**src/rtl/tod_counter.sv**
```systemverilog
module tod_counter #(
  parameter int SEC_W = 48,
  parameter int NS_W = 30,
  parameter int FRAC_W = 48,
  parameter int unsigned NS_WRAP = 1_000_000_000,
  parameter logic [63:0] PERIOD_INIT = 64'h0005_0000_0000_0000
) (
  input  logic              clk,
  input  logic              rst_n,
  input  logic              en,
  input  logic              period_lo_we,
  input  logic              period_hi_we,
  input  logic [31:0]       period_wdata,
  input  logic              ld_time,
  input  logic [SEC_W-1:0]  ld_sec,
  input  logic [NS_W-1:0]   ld_ns,
  input  logic              ld_ofs,
  input  logic [SEC_W-1:0]  ofs_sec,
  input  logic [NS_W-1:0]   ofs_ns,
  input  logic              snap,
  input  logic              pps_in,
  input  logic              pps_in_en,
  output logic [SEC_W-1:0]  out_sec,
  output logic [NS_W-1:0]   out_ns,
  output logic [SEC_W-1:0]  snap_sec,
  output logic [NS_W-1:0]   snap_ns,
  output logic              pps_pulse
);
  localparam int PER_W = 64;
  localparam int SUM_W = NS_W + 2;
  localparam logic [SUM_W-1:0] WRAP_V = SUM_W'(NS_WRAP);

  logic [SEC_W-1:0]  sec_q, off_sec_q;
  logic [NS_W-1:0]   ns_q, off_ns_q;
  logic [FRAC_W-1:0] frac_q;
  logic [PER_W-1:0]  per_q;
  logic [31:0]       per_lo_q;
  logic              ext_d;

  logic [FRAC_W:0]   frac_sum;
  logic [SUM_W-1:0]  ns_sum, ns_ofs, ns_fix;
  logic              wrap, borrow, carry, ext_snap;

  assign frac_sum = {1'b0, frac_q} + {1'b0, per_q[FRAC_W-1:0]};
  assign ns_sum   = SUM_W'(ns_q) + SUM_W'(per_q[PER_W-1:FRAC_W]) + SUM_W'(frac_sum[FRAC_W]);
  assign wrap     = ns_sum >= WRAP_V;

  assign ns_ofs = SUM_W'(ns_q) + {{2{off_ns_q[NS_W-1]}}, off_ns_q};
  assign borrow = ns_ofs[SUM_W-1];
  assign carry  = !borrow && (ns_ofs >= WRAP_V);
  assign ns_fix = borrow ? ns_ofs + WRAP_V : (carry ? ns_ofs - WRAP_V : ns_ofs);
  assign out_ns = ns_fix[NS_W-1:0];
  assign out_sec = sec_q + off_sec_q + (borrow ? {SEC_W{1'b1}} : SEC_W'(carry));

  assign ext_snap = pps_in_en && pps_in && !ext_d;

  always_ff @(posedge clk) begin
    if (!rst_n) begin
      sec_q     <= '0;
      ns_q      <= '0;
      frac_q    <= '0;
      per_q     <= PERIOD_INIT;
      per_lo_q  <= PERIOD_INIT[31:0];
      off_sec_q <= '0;
      off_ns_q  <= '0;
      snap_sec  <= '0;
      snap_ns   <= '0;
      pps_pulse <= 1'b0;
      ext_d     <= 1'b0;
    end else begin
      ext_d     <= pps_in;
      pps_pulse <= 1'b0;
      if (period_hi_we)
        per_q <= {period_wdata, per_lo_q};
      else if (period_lo_we)
        per_lo_q <= period_wdata;
      if (ld_time) begin
        sec_q  <= ld_sec;
        ns_q   <= ld_ns;
        frac_q <= '0;
      end else if (en) begin
        frac_q    <= frac_sum[FRAC_W-1:0];
        ns_q      <= wrap ? NS_W'(ns_sum - WRAP_V) : ns_sum[NS_W-1:0];
        sec_q     <= sec_q + SEC_W'(wrap);
        pps_pulse <= wrap;
      end
      if (ld_ofs) begin
        off_sec_q <= ofs_sec;
        off_ns_q  <= ofs_ns;
      end
      if (snap || ext_snap) begin
        snap_sec <= sec_q;
        snap_ns  <= ns_q;
      end
    end
  end
endmodule


```
**config.mk**
```make
export PLATFORM = sky130hd
export DESIGN_NAME = tod_counter
export DESIGN_NICKNAME = d
export VERILOG_FILES = /design/src/rtl/tod_counter.sv
export SDC_FILE = /design/constraint.sdc
export NUM_CORES = 1
export LEC_CHECK = 0
export BUFFER_PORTS_ARGS = -buffer_cell sky130_fd_sc_hd__buf_4
export CORE_ASPECT_RATIO = 0.9
export CORE_MARGIN = 4
export CORE_UTILIZATION = 48
export CTS_CLUSTER_SIZE = 8
export DETAILED_ROUTE_END_ITERATION = 10
export PLACE_DENSITY_LB_ADDON = 0.12
export SYNTH_ARGS = -nofsm -noshare
export SYNTH_HDL_FRONTEND = slang
export SYNTH_SLANG_ARGS = --single-unit
```
**constraint.sdc**
```tcl
create_clock -name clk -period 23 [get_ports clk]
set_input_delay 1.15 -clock clk [delete_from_list [all_inputs] [get_ports clk]]
set_output_delay 1.15 -clock clk [all_outputs]
set_load 0.01 [all_outputs]
```
==> out/summary.txt, run 1 <==
required time worst endpoint: 23.44 ns
delay-heaviest family, CP: compound AO/OA/AOI/OAI gates
IO Port Bufs: 354
DRT iter0 DRCs: 1660
DIE AREA: 56030 sq um
Syn Std Cell Area: 25110 sq um
max cap viols: 0
vias per cell: 5.654
cts repair resizes: 0
ys flop type: dfxtp_1
peak supply drop: 0.00005242 V
Nets: 3822
post-layout min period: 9.876 ns
Worst Skew: 0.03046 ns
area leader, netlist: dfxtp_1
io pins: 355
Max-slew headroom: 22.59%
area added between synthesis and finish: 18.03%
fin crit share: 42.94%
fillers: 4827
Power per Cell Area: 66.22 nW/um^2
Netlist cell types: 98
die width: 249.1 um
routability congestion estimate: 0.9093
unrepaired setup endpoints after global routing: no
Synth area leaders: dfxtp_1, ha_1, mux2i_1
net load switching power: 628.2 uW
Setup TNS: 0 ns
H-tree Lvls: 2
syn nets: 3548
leading cell type in the layout, fill and taps excluded: dfxtp_1
max-slew violations: 0
Die Y: 225.0 um
Clock Pin Slew Worst Setup and Hold Paths: 0.05 ns
wire length per cell: 18.84 um
antenna violations before repair: 1
largest net degree at the start of global routing: 112
crit start category: flip-flop
Least-Margin Pin Slew: 1.161 ns
fmax: 0.1013 GHz
CTS buffer count: 54
Post-CTS Setup Bufs: 0
footprint of the multi-input gates: 16010 sq um
max incr delay on CP: 0.77 ns
Starting Density: 48.56%
Global Route Usage Sum: 26.39%
post-synthesis sequential area ratio: 30.30%
Syn Inst Count: 3153
Clock Power Share: 36.7%
status: finished, final reports clean
Critical Path AT: 10.31 ns
sequential power share: 36.8%
internal power: 1334 uW
total congestion overflow: 0
FF+latch count, synth: 380
via count: 23320
combinational power share: 26.5%
switching share of power: 32.02%
first-pass GRT wire length: 121500 um
Worst-Skew Late Latency: 0.62 ns
final setup vio count: 0
CP Capture Type: flip-flop
Core Util, Final: 57.32%
Placeable Area: 51700 sq um
critical path class: reg2reg
worst path buffer plus inverter count: 1
most frequent cells in the layout: dfxtp_1, nand2_1, buf_4, nor2_1, a21oi_1
cts hold-fix bufs: 0
Detail Route Antenna Nets: 0
Max FO, Critical Path: 11
share of post-route cells with drive strength above 1: 14.26%
slowest CP cell: o2111ai_1
Hold Vio Cnt, Final: 0
Leak: 0.01358 uW
Root Driver: clkbuf_16
mean post-synth cell area: 7.962 sq um
Pre-antenna DRT Iters: 6
maximum clock path buffer count: 3
num rows: 79
HPWL after detailed placement: 57770 um
DRT Wirelength: 77680 um
DR DRC count: 0
ys async rst share: 0%
vias in the first global route: 22380
FF+latch area: 7607 sq um
number of synthesized flops with an enable pin: 0
top cell type's share of synthesized area: 30.30%
clock sink count: 380
CP most frequent cell: a21oi_1
CTS tree: done
YS warnings: 0
Hold Crit Class: reg2reg
final cells by class:
type | instances | share of cell area [%]
repair buffers | 369 | 9.349
well taps | 688 | 2.905
flip-flops and latches | 380 | 25.67
inverters | 240 | 3.070
diodes | 1 | 0.008445
multi-input cells | 2382 | 54.04
clock buffers | 60 | 4.670
clock inverters | 4 | 0.2829
path summary, 6_finish.rpt:
check	from	end	slack (ns)	depth (start not counted)
setup / recovery	frac_q[0]	sec_q[46]	13.12	35
setup reg to reg	frac_q[0]	sec_q[46]	13.12	35
hold / removal	snap_ns[8]	snap_ns[8]	0.45	2
hold reg to reg	snap_ns[8]	snap_ns[8]	0.45	2
tightest hold or removal path: stages, from the launching register on:
cell and delay (ns):
dfxtp_1 0.30, nand2_1 0.05, a21oi_1 0.05
metrics by stage:
step	setup WS (ns)	instances	area [sq um]	power, uW	hold slack, ns
3_3_place_gp	13.48	4059	28160	1242	0.4405
6_report	13.12	4124	29630	1962	0.4502
5_1_grt	12.42	4124	29630	2058	0.4690
3_5_place_dp	13.22	4059	28160	1251	0.4462
2_1_floorplan	14.19	3153	25110	1049	0.4315
4_1_cts	13.19	4123	29630	1976	0.4525
cell usage after synthesis, drive strengths merged (6+ instances only):
cell     instances
a31oi           25
a21o            73
a21oi          311
a211oi          56
nor3            64
nand2b          25
o311ai           8
o41ai            8
nor2b           15
ha             145
o32ai           10
nor2           358
clkbuf         121
o21a            31
o2111ai          7
a31o             7
and3            45
o21ai          106
nand3b           6
dfxtp          380
mux2i          176
inv            239
a211o            8
fa              52
nor4             7
nand4           34
xor2            54
xnor2          148
o31ai           14
nand3           52
and2            21
o21bai          21
o22ai           13
o211ai          13
nand2          375
buf             30
or3              8
a221o            6
or2             11
flip-flops by register name (all words and copies together), names as in the netlist:
| register | cells |
|---|---|
| per_q | 64 |
| sec_q | 48 |
| frac_q | 48 |
| ns_q | 30 |
| off_ns_q | 30 |
| ext_d | 1 |
| snap_sec | 48 |
| off_sec_q | 48 |
| snap_ns | 30 |
| per_lo_q | 32 |
| pps_pulse | 1 |
cells by family after synthesis:
kind of cell	synth area share (%)
and+or+nand+nor	18.27
buffers and inverters	6.030
AOI/OAI and AO/OA	19.83
adders and majority gates	11.37
muxes	7.062
DFF	30.30
xor gates and xnor gates	7.137
power groups by stage:
| stage | registers [uW] | clock network [uW] | logic [uW] |
|---|---|---|---|
| floorplan | 724 | 0 | 325 |
| global placement | 734 | 0 | 509 |
| detailed placement | 734 | 0 | 516 |
| CTS | 721 | 736 | 519 |
| global route | 725 | 764 | 568 |
| finish | 722 | 720 | 519 |
metal layers:
metal  part of all wire, %  global-route usage, %  up-vias
met1                    46                  36.38    11130
met3                   5.4                  4.131      116
met2                    46                  43.59      640
li1                      -                      -    11430
met4                   2.5                  7.053        0
met5                     0                      0        -
(Power assumes the default switching activity.)
==> run 2: changes to the inputs <==
--- a/config.mk
+++ b/config.mk
@@ -5,6 +5,7 @@
 export SDC_FILE = /design/constraint.sdc
 export NUM_CORES = 1
 export LEC_CHECK = 0
+export ABC_AREA = 1
 export BUFFER_PORTS_ARGS = -buffer_cell sky130_fd_sc_hd__buf_4
 export CORE_ASPECT_RATIO = 0.9
 export CORE_MARGIN = 4
==> constraint.sdc (replaced) <==
create_clock -name clk -period 10.1 [get_ports clk]
set_input_delay 0.505 -clock clk [delete_from_list [all_inputs] [get_ports clk]]
set_output_delay 0.505 -clock clk [all_outputs]
set_load 0.01 [all_outputs]
==> out/summary.txt, run 2 <==
status: finished, final reports clean
fmax: 0.1323 GHz
total congestion overflow: 0
pre-CTS setup slack: 2.694 ns
post-synthesis sequential area ratio: 27.69%
area added between synthesis and finish: 17.16%
Top reg by flops: per_q
Syn Inst Count: 4303
Critical Path AT: 8.01 ns
DR DRC count: 0
wire length per cell: 18.87 um
Setup TNS: 0 ns
Global Route Usage Sum: 31.68%
unrepaired setup endpoints after global routing: no
DRT Wirelength: 101200 um
routability congestion estimate: 1.027
via count: 29420
Synth area leaders: dfxtp_1, nand2_1, nor2_1
peak supply drop: 0.0001265 V
CP Capture Type: flip-flop
required time worst endpoint: 10.55 ns
H-tree Lvls: 2
die width: 260.2 um
vias per cell: 5.485
antenna violations before repair: 2
ys async rst share: 0%
max incr delay on CP: 0.45 ns
placed instance count: 5299
Largest register FFs: 64
Pre-antenna DRT Iters: 8
ys flop type: dfxtp_1
YS warnings: 0
vias in the first global route: 26890
Area after DPL: 30710 sq um
synth cell count leaders: nand2_1, nor2_1, inv_1, o21ai_0, dfxtp_1
FF+latch count, synth: 380
Nets: 4994
io pins: 355
CTS buffer count: 54
area leader, netlist: dfxtp_1
crit path launch: frac_q[30]
final setup margin: 2.542 ns
Root Driver: clkbuf_16
leading cell type in the layout, fill and taps excluded: nand2_1
Detail Route Antenna Nets: 0
Layout Cell Area excl Fill: 32190 sq um
HPWL after detailed placement: 79620 um
Worst Skew: 0.03429 ns
Post-CTS Setup Bufs: 0
Max-slew headroom: 28.85%
Hold Vio Cnt, Final: 0
most common cell in the netlist: nand2_1
Netlist cell types: 54
top cell type's share of synthesized area: 27.69%
fillers: 5647
Syn Std Cell Area: 27480 sq um
num rows: 82
Placeable Area: 56120 sq um
number of synthesized flops with an enable pin: 0
first-pass GRT wire length: 154800 um
RR Startpoint: frac_q[30]
max cap viols: 0
largest net degree at the start of global routing: 113
DIE AREA: 61140 sq um
Clock Pin Slew Worst Setup and Hold Paths: 0.05 ns
CP most frequent cell: nand2_1
slowest CP cell: fa_1
Least-Margin Pin Slew: 1.067 ns
post-layout min period: 7.558 ns
Max FO, Critical Path: 35
Worst-Skew Late Latency: 0.61 ns
Finished Layout Cells: 5363
IO Port Bufs: 354
max-slew violations: 0
most frequent cells in the layout: nand2_1, nor2_1, inv_1, o21ai_0, dfxtp_1
share of post-route cells with drive strength above 1: 11.31%
fin crit share: 74.83%
syn nets: 4698
Power per Cell Area: 149.5 nW/um^2
final setup vio count: 0
Starting Density: 48.96%
crit start category: flip-flop
mean post-synth cell area: 6.385 sq um
maximum clock path buffer count: 3
cts hold-fix bufs: 0
Leak: 0.01583 uW
CTS tree: done
Hold Crit Class: in2reg
Min-Delay Startpoint: pps_in
cts repair resizes: 0
clock sink count: 380
critical path class: reg2reg
DRT iter0 DRCs: 3220
Die Y: 235.0 um
run 2: changes by cell type after synthesis, sizes merged, moves of 25 or more:
| cell | delta |
|---|---|
| a31oi | +39 |
| nand2 | +630 |
| nor2 | +261 |
| a211oi | -53 |
| xnor2 | -116 |
| nand3 | +159 |
| a21o | -63 |
| and3 | -42 |
| inv | +330 |
| o21ai | +304 |
| nand2b | -25 |
| xor2 | +49 |
| mux2i | -176 |
run 2: through the flow:
| stage | hold WS (ns) | utilization, % | total power, uW |
|---|---|---|---|
| 2_1_floorplan | 0.4329 | - | 2570 |
| 3_3_place_gp | 0.4554 | 54.72 | 3156 |
| 3_5_place_dp | 0.4642 | 54.72 | 3157 |
| 4_1_cts | 0.07677 | 57.36 | 4826 |
| 5_1_grt | 0.09150 | 57.36 | 5060 |
| 6_report | 0.09851 | 57.36 | 4814 |
run 2: worst max-delay path: cells and delay by family (launching register included):
family	cells	cell delay [ns]
flip-flops	1	0.32
buffers and inverters	3	0.34
AND/OR/NAND/NOR	33	4.56
AO/OA/AOI/OAI	3	0.34
XOR/XNOR	1	0.15
adder cells (fa/ha/maj)	5	1.69
run 2: worst paths after layout:
check,to,slack (ns),cells past startpoint
max,sec_q[46],2.54,45
min,ext_d,0.1,3
max reg2reg,sec_q[46],2.54,45
min reg2reg,frac_q[0],0.47,2
run 2: area by class of cell:
cell class | count | area [sq um] | area share, %
clock inverters | 2 | 37.54 | 0.1166
inverters | 576 | 2168 | 6.736
well taps | 756 | 945.9 | 2.938
diodes | 1 | 2.502 | 0.007774
repair buffers | 373 | 2804 | 8.710
clock buffers | 61 | 1440 | 4.474
multi-input cells | 3214 | 17190 | 53.39
flip-flops and latches | 380 | 7607 | 23.63
run 2: logic make-up after synthesis:
logic type      share of synthesized area [%]
simple gates                            29.73
buf+inv                                 9.837
flops                                   27.69
fa+ha+maj                               10.39
compound gates                          18.05
xor+xnor                                4.303
run 2: routing by layer:
metal / routed length [um] / track usage (%) / up-vias
met1: 47000 / 47.74 / 13530
met2: 42790 / 47.75 / 1236
met5: 13 / 0 / -
li1: - / - / 14540
met3: 9548 / 5.566 / 106
met4: 1827 / 5.920 / 2
run 2: power breakdown:
group	switching [uW]	total [uW]	internal [uW]
sequential	74.5	1670	1600
combinational	926	1480	554
clock	675	1660	985
total	1680	4810	3140
==> run 3: changes to the inputs <==
==> constraint.sdc (replaced) <==
create_clock -name clk -period 7.2 [get_ports clk]
set_input_delay 0.36 -clock clk [delete_from_list [all_inputs] [get_ports clk]]
set_output_delay 0.36 -clock clk [all_outputs]
set_load 0.01 [all_outputs]
==> out/summary.txt, run 3 (synthesis results as in run 2) <==
Max FO, Critical Path: 7
Hold Vio Cnt, Final: 0
io pins: 355
first-pass GRT wire length: 151100 um
placed instance count: 5309
CTS buffer count: 54
clock sink count: 380
critical path class: reg2out
Hold Crit Class: in2reg
HPWL after detailed placement: 76940 um
Die Y: 235.0 um
Worst-Skew Late Latency: 0.61 ns
maximum clock path buffer count: 3
via count: 29390
Global Route Usage Sum: 30.72%
Worst Skew: 0.02871 ns
CP Capture Type: primary output
Max-slew headroom: 29.47%
largest net degree at the start of global routing: 116
Starting Density: 48.96%
peak supply drop: 0.0002210 V
num rows: 82
Detail Route Antenna Nets: 0
Placeable Area: 56120 sq um
Pre-antenna DRT Iters: 8
Nets: 5042
Power per Cell Area: 207.0 nW/um^2
max cap viols: 0
Leak: 0.01608 uW
post-layout min period: 6.793 ns
vias per cell: 5.430
CP most frequent cell: nand2_1
Top reg by flops: per_q
fmax: 0.1472 GHz
most frequent cells in the layout: nand2_1, nor2_1, inv_1, o21ai_0, buf_4
required time worst endpoint: 6.84 ns
antenna violations before repair: 3
share of post-route cells with drive strength above 1: 12.01%
crit start category: flip-flop
Worst Hold Slack: 0.01981 ns
DRT Wirelength: 98600 um
Core Util, Final: 58.36%
leading cell type in the layout, fill and taps excluded: nand2_1
IO Port Bufs: 354
status: finished, final reports clean
Largest register FFs: 64
routability congestion estimate: 1.003
Root Driver: clkbuf_16
fin crit share: 94.35%
DRT iter0 DRCs: 2889
Finished Layout Cells: 5412
max incr delay on CP: 0.41 ns
CTS tree: done
H-tree Lvls: 2
Critical Path AT: 6.43 ns
Least-Margin Pin Slew: 1.058 ns
Clock Pin Slew Worst Setup and Hold Paths: 0.05 ns
area added between synthesis and finish: 19.21%
wire length per cell: 18.22 um
unrepaired setup endpoints after global routing: yes
total congestion overflow: 0
die width: 260.2 um
final setup vio count: 0
DR DRC count: 0
vias in the first global route: 26800
slowest CP cell: fa_1
DIE AREA: 61140 sq um
max-slew violations: 0
==> run 3: critical path: cells and delay by family (launching register included) <==
family	cells	cell delay, ns
AOI/OAI and AO/OA	7	1.57
buffers and inverters	5	0.60
adders and majority gates	5	1.52
DFF	1	0.34
xor gates and xnor gates	1	0.22
and+or+nand+nor	16	1.58
==> run 3: layout make-up <==
type                       instances  area (sq um)
inverter                         576          2168
clock buffer                      59          1400
multi-input combinational       3214         17290
fill                            5638         23370
clock inverter                     4         85.08
timing repair buffer             421          3252
sequential                       380          7607
antenna                            2         5.005
tap                              756         945.9
==> run 3: path summary, 6_finish.rpt <==
check | from | end | slack [ns] | cells after the start
worst max-delay path | ns_q[0] | out_sec[43] | 0.41 | 34
worst min-delay path | period_wdata[29] | per_q[61] | 0.02 | 3
worst max register to register | frac_q[31] | sec_q[46] | 0.46 | 45
worst min register to register | per_q[50] | per_q[50] | 0.47 | 2
==> run 3: metal layers <==
metal | GRT usage, % | vias to the layer above | share of wire (%)
met3 | 6.901 | 122 | 9.7
met5 | 0 | - | 0
li1 | - | 14640 | -
met2 | 46.33 | 1106 | 42
met4 | 7.172 | 0 | 2.2
met1 | 44.77 | 13520 | 46
==> run 3: power by group <==
part / internal [uW] / total [uW] / switching [uW]
registers: 2240 / 2350 / 102
logic: 797 / 2080 / 1280
clock network: 1390 / 2360 / 967
total: 4430 / 6780 / 2350
==> run 3: repair_timing <==
action	4_1_cts	5_1_grt
buffers inserted	0	3
setup endpoints to repair	0	35
hold buffers	35	0
resized for setup	0	27
hold endpoints to repair	36	0
==> run 3: through the flow <==
step           power [uW]  setup WS [ns]  TNS [ns]  area (sq um)
3_3_place_gp         4405         0.3231         0         30790
5_1_grt              7119       -0.08959  -0.08959         32750
4_1_cts              6791        0.04860         0         32620
6_report             6781         0.4067         0         32750
2_1_floorplan        3605          1.136         0         27480
3_5_place_dp         4416         0.1719         0         30790
